$ cat src/rtl/galpat_pkg.sv
package galpat_pkg;
  typedef enum logic [2:0] {
    GP_IDLE,
    GP_FILL,
    GP_SET,
    GP_RD_BASE,
    GP_RD_OTHER,
    GP_RESTORE,
    GP_DONE
  } gp_state_e;
endpackage

$ cat src/rtl/galpat_seq.sv
module galpat_seq
  import galpat_pkg::*;
#(
  parameter int ADDR_W = 4
) (
  input  logic              clk,
  input  logic              rst_n,
  input  logic              start,
  output logic              busy,
  output logic              done,
  output logic              clr,
  output logic [ADDR_W-1:0] mem_addr,
  output logic              mem_we,
  output logic              mem_wdata,
  output logic              rd_req,
  output logic              rd_exp,
  output logic [ADDR_W-1:0] base
);
  localparam logic [ADDR_W-1:0] LAST    = {ADDR_W{1'b1}};
  localparam logic [ADDR_W-1:0] LAST_M1 = LAST - 1'b1;
  localparam logic [ADDR_W-1:0] ONE     = {{(ADDR_W-1){1'b0}}, 1'b1};

  gp_state_e         state;
  logic              bg;
  logic [ADDR_W-1:0] bc;
  logic [ADDR_W-1:0] oc;
  logic [ADDR_W-1:0] oc_inc;
  logic [ADDR_W-1:0] oc_next;
  logic [ADDR_W-1:0] oc_first;
  logic              oc_last;

  // walking "other" cell skips the base cell
  assign oc_inc   = oc + 1'b1;
  assign oc_next  = (oc_inc == bc) ? oc_inc + 1'b1 : oc_inc;
  assign oc_first = (bc == '0) ? ONE : '0;
  assign oc_last  = (oc == LAST) || ((oc == LAST_M1) && (bc == LAST));

  always_ff @(posedge clk or negedge rst_n) begin
    if (!rst_n) begin
      state <= GP_IDLE;
      bg    <= 1'b0;
      bc    <= '0;
      oc    <= '0;
    end else begin
      unique case (state)
        GP_IDLE: begin
          if (start) begin
            state <= GP_FILL;
            bg    <= 1'b0;
            oc    <= '0;
          end
        end
        GP_FILL: begin
          if (oc == LAST) begin
            state <= GP_SET;
            bc    <= '0;
          end else begin
            oc <= oc_inc;
          end
        end
        GP_SET: begin
          state <= GP_RD_BASE;
          oc    <= oc_first;
        end
        GP_RD_BASE: state <= GP_RD_OTHER;
        GP_RD_OTHER: begin
          if (oc_last) begin
            state <= GP_RESTORE;
          end else begin
            oc    <= oc_next;
            state <= GP_RD_BASE;
          end
        end
        GP_RESTORE: begin
          if (bc != LAST) begin
            bc    <= bc + 1'b1;
            state <= GP_SET;
          end else if (!bg) begin
            bg    <= 1'b1;
            oc    <= '0;
            state <= GP_FILL;
          end else begin
            state <= GP_DONE;
          end
        end
        GP_DONE: state <= GP_IDLE;
        default: state <= GP_IDLE;
      endcase
    end
  end

  always_comb begin
    busy      = (state != GP_IDLE);
    done      = (state == GP_DONE);
    clr       = (state == GP_IDLE) && start;
    mem_we    = (state == GP_FILL) || (state == GP_SET) || (state == GP_RESTORE);
    mem_addr  = ((state == GP_FILL) || (state == GP_RD_OTHER)) ? oc : bc;
    mem_wdata = (state == GP_SET) ? ~bg : bg;
    rd_req    = (state == GP_RD_BASE) || (state == GP_RD_OTHER);
    rd_exp    = (state == GP_RD_BASE) ? ~bg : bg;
    base      = bc;
  end
endmodule

$ cat src/rtl/galpat_cmp.sv
module galpat_cmp #(
  parameter int ADDR_W = 4
) (
  input  logic              clk,
  input  logic              rst_n,
  input  logic              clr,
  input  logic              rd_req,
  input  logic              rd_exp,
  input  logic [ADDR_W-1:0] rd_addr,
  input  logic [ADDR_W-1:0] rd_base,
  input  logic              mem_rdata,
  output logic              fail,
  output logic [ADDR_W-1:0] fail_addr,
  output logic [ADDR_W-1:0] fail_base,
  output logic              fail_exp
);
  logic              p_vld;
  logic              p_exp;
  logic [ADDR_W-1:0] p_addr;
  logic [ADDR_W-1:0] p_base;
  logic              mism;

  // read data returns one cycle after the request
  assign mism = p_vld && (mem_rdata != p_exp);

  always_ff @(posedge clk or negedge rst_n) begin
    if (!rst_n) begin
      p_vld  <= 1'b0;
      p_exp  <= 1'b0;
      p_addr <= '0;
      p_base <= '0;
    end else begin
      p_vld  <= rd_req && !clr;
      p_exp  <= rd_exp;
      p_addr <= rd_addr;
      p_base <= rd_base;
    end
  end

  always_ff @(posedge clk or negedge rst_n) begin
    if (!rst_n) begin
      fail      <= 1'b0;
      fail_addr <= '0;
      fail_base <= '0;
      fail_exp  <= 1'b0;
    end else if (clr) begin
      fail      <= 1'b0;
      fail_addr <= '0;
      fail_base <= '0;
      fail_exp  <= 1'b0;
    end else if (mism && !fail) begin
      fail      <= 1'b1;
      fail_addr <= p_addr;
      fail_base <= p_base;
      fail_exp  <= p_exp;
    end
  end
endmodule

$ cat src/rtl/galpat_bist.sv
module galpat_bist #(
  parameter int ADDR_W = 4
) (
  input  logic              clk,
  input  logic              rst_n,
  input  logic              start,
  input  logic              mem_rdata,
  output logic              busy,
  output logic              done,
  output logic              pass,
  output logic              fail,
  output logic [ADDR_W-1:0] fail_addr,
  output logic [ADDR_W-1:0] fail_base,
  output logic              fail_exp,
  output logic [ADDR_W-1:0] mem_addr,
  output logic              mem_we,
  output logic              mem_wdata
);
  logic              clr;
  logic              rd_req;
  logic              rd_exp;
  logic [ADDR_W-1:0] base;

  galpat_seq #(.ADDR_W(ADDR_W)) u_seq (
    .clk      (clk),
    .rst_n    (rst_n),
    .start    (start),
    .busy     (busy),
    .done     (done),
    .clr      (clr),
    .mem_addr (mem_addr),
    .mem_we   (mem_we),
    .mem_wdata(mem_wdata),
    .rd_req   (rd_req),
    .rd_exp   (rd_exp),
    .base     (base)
  );

  galpat_cmp #(.ADDR_W(ADDR_W)) u_cmp (
    .clk      (clk),
    .rst_n    (rst_n),
    .clr      (clr),
    .rd_req   (rd_req),
    .rd_exp   (rd_exp),
    .rd_addr  (mem_addr),
    .rd_base  (base),
    .mem_rdata(mem_rdata),
    .fail     (fail),
    .fail_addr(fail_addr),
    .fail_base(fail_base),
    .fail_exp (fail_exp)
  );

  assign pass = done && !fail;
endmodule

$ cat config.mk
export PLATFORM = sky130hd
export DESIGN_NAME = galpat_bist
export DESIGN_NICKNAME = d
export VERILOG_FILES = /design/src/rtl/galpat_pkg.sv /design/src/rtl/galpat_seq.sv /design/src/rtl/galpat_cmp.sv /design/src/rtl/galpat_bist.sv
export SDC_FILE = /design/constraint.sdc
export NUM_CORES = 1
export LEC_CHECK = 0
export BUFFER_PORTS_ARGS = -buffer_cell sky130_fd_sc_hd__buf_2
export CAP_MARGIN = 5
export CORE_AREA = 8 8 66 68
export CTS_CLUSTER_SIZE = 8
export DETAILED_ROUTE_END_ITERATION = 12
export DIE_AREA = 0 0 74 76
export GPL_TIMING_DRIVEN = 0
export PLACE_DENSITY_LB_ADDON = 0.05
export SLEW_MARGIN = 20
export SYNTH_ARGS = -nofsm -noshare
export SYNTH_HDL_FRONTEND = slang
export SYNTH_SLANG_ARGS = --single-unit
$ cat constraint.sdc
create_clock -name clk -period 5 [get_ports clk]
set_clock_uncertainty 0.15 [all_clocks]
set_input_delay 0.25 -clock clk [delete_from_list [all_inputs] [get_ports clk]]
set_output_delay 0.25 -clock clk [all_outputs]
set_load 0.05 [all_outputs]
==> impl_metrics.ini <==
[logic_synthesis]
yosys_register_bits = 32
postSynth.asyncResetShare = 1.000
synth_top_area_cell = dfrtp_1
yosysSeqAreaShare = 0.4634
yosysMostFrequentCell = dfrtp_1
synth_edf_count = 0
yosysWarnings = 0
syn_avg_cell_area_um2 = 9.988
syn_area_mm2 = 0.001728
ys.flop_type = dfrtp_1
synthTopCellsByArea = dfrtp_1, mux2i_1, nor2_1, nand2_1, xnor2_1
syn_inst = 173
synth_commonest_cells = dfrtp_1, nor2_1, nand2_1
ys_types = 44
syn_nets = 181
synth_top_area_share = 0.4634

[sta]
hold_ws_ns = 0.1195
rsz0062_at_grt = no
finalWorstSetupSlack_ns = 2.609
finalCriticalPeriod_ns = 2.391
fmax_mhz = 418.2
slew_headroom = 0.4790
fin_tns_setup_ns = 0
worstMarginPinSlew_ns = 0.7787
drv_slew = 0
post-route-period-util = 0.4782
final_hold_viol_count = 0
setup_violations = 0

[floorplan]
initial_core_util = 0.5022
die_y_um = 76
die_area_mm2 = 0.005624
pin_count = 23
rows = 22
core_area_mm2 = 0.003441
fp.dieW_um = 74

[clocking]
cts_buffer_depth = 2
ctsHtreeMaxLevel = 2
clk_latency_ns = 0.34
cts_resized = 0
root_buffer = clkbuf_4
clkTransAtPathRegs_ns = 0.10
cts_setup_buffers = 0
clock_sinks = 32
tritoncts = done
cts_made_buffers = 5

[grt]
antenna_found_initial = 0
grt_usage = 0.1387
grt_overflow = 0
grt_pass1_vias = 1321
grt_max_degree = 33
grt_pass1_wl_um = 6189

[power]
power_mw = 1.371
comb_power_share = 0.556
ir_drop_mv = 0.3588
power_density_mw_per_mm2 = 689.4
p_sw_frac = 0.4831
internal_power_mw = 0.7085
switchingPower_mw = 0.6622
power_leakage_nw = 1.041
pwr-share-clk = 0.143
seqPwrFrac = 0.301

[layout]
area_growth_pct = 15.06
antenna_cells = 0
fin_area_mm2 = 0.001988
fin_util = 0.5778
drive_gt1_frac = 0.2402
layout.nets = 211
final_cells = 252

[place]
numPlacedInstances = 243
dp_hpwl_um = 2700
gp_congestion = 0.8829
post-place-ws_ns = 2.866
dpl_cell_area_mm2 = 0.001898
portBuffers = 22

[route]
drt_iter0_markers = 84
wirelength_um = 3631
detail-route-antenna-nets = 0
wl_per_cell_um = 14.41
firstDrtPassIters = 4
remaining_drc_errors = 0
dr_total_vias = 1331
vias_per_cell = 5.282

[run]
maxCapViolations = 0

[critical_path]
r2r_cells = 8
cp_data_required_time_ns = 4.60
cp-start-kind = flip-flop
crit_path_max_fanout = 8
crit_type = reg -> out
crit_path_start = u_seq.state[2]$_DFFE_PN0P_
r2r-start = u_seq.oc[0]$_DFFE_PN0P_
crit_path_end_kind = primary output
cp.arrival_ns = 1.99

[worst_hold_path]
holdPathStages = 4
hold_class = in -> reg
worstHoldStart = start

[run_status]
outcome = completed
==> final cells by class <==
type                       instances  area, µm²
sequential                        32      800.8
clock buffer                       5      37.54
clock inverter                     3      42.54
timing repair buffer              23      120.1
tap                               48      60.06
inverter                           5      18.77
multi-input combinational        127      853.3
buffer                             9      55.05
fill                             312       1453
==> path summary, 6_finish.rpt <==
kind	endpoint	slack, ns
max	mem_addr[3]	2.61
min	u_seq.bg$_DFFE_PN0P_	0.12
max reg2reg	u_seq.oc[0]$_DFFE_PN0P_	2.85
min reg2reg	u_cmp.p_base[3]$_DFF_PN0_	0.27
max in group asynchronous	u_cmp.p_addr[3]$_DFF_PN0_	3.91
min in group asynchronous	u_cmp.fail_base[3]$_DFFE_PN0P_	0.34
==> placed cells by master, fill, tap and decap left out, drive strengths merged, types with 2 or more instances in the layout <==
cell type  instances
a21oi              5
inv                5
nand3b             3
nor2              25
nand4              2
and2b              2
o22ai              2
clkbuf             7
nand2b             4
a31oi              2
ha                 4
nand2             14
xor2               4
xnor2              7
mux2               2
nor2b              2
nand3              8
or2                2
o21ai             12
nor3               2
buf               29
dfrtp             32
mux2i             12
==> registers in the layout, indices dropped and copies added, names as in the netlist <==
register	count
u_seq.base	4
u_seq.state	3
u_cmp.fail	1
u_cmp.p_exp	1
u_seq.bg	1
u_cmp.fail_base	4
u_cmp.p_addr	4
u_cmp.p_vld	1
u_cmp.fail_exp	1
u_cmp.p_base	4
u_seq.oc	4
u_cmp.fail_addr	4
==> worst max-delay path: stages (launching register included) <==
cell and delay (ns):
dfrtp_1 0.48, nand2b_1 0.25, a21oi_2 0.33, mux2_2 0.39
buf_2 0.21
==> cells by family after synthesis <==
logic type / count (synthesis) / share of synthesized area
adders and majority gates: 4 / 0.02897
xor gates and xnor gates: 12 / 0.07313
DFF: 32 / 0.4634
muxes: 14 / 0.08255
AOI/OAI and AO/OA: 28 / 0.1079
buffers and inverters: 14 / 0.04272
and+or+nand+nor: 69 / 0.2013
==> metal layers <==
metal	GRT usage	vias to the layer above	wire, µm
li1	-	656	-
met2	0.2095	38	1709
met4	0.06600	0	74
met1	0.1778	630	1634
met3	0.03421	7	213
met5	0	-	0
==> timing repair <==
action / CTS / global route
hold buffers: 1 / 0
setup endpoints to repair: 0 / 0
hold endpoints to repair: 32 / 0
==> power groups by stage <==
stage / Clock [mW] / Sequential (mW) / Combinational, mW
2_1_floorplan: 0 / 0.467 / 0.545
3_3_place_gp: 0 / 0.414 / 0.748
3_5_place_dp: 0 / 0.419 / 0.761
4_1_cts: 0.206 / 0.413 / 0.764
5_1_grt: 0.218 / 0.426 / 0.827
6_report: 0.197 / 0.412 / 0.762
(Power assumes the default switching activity.)
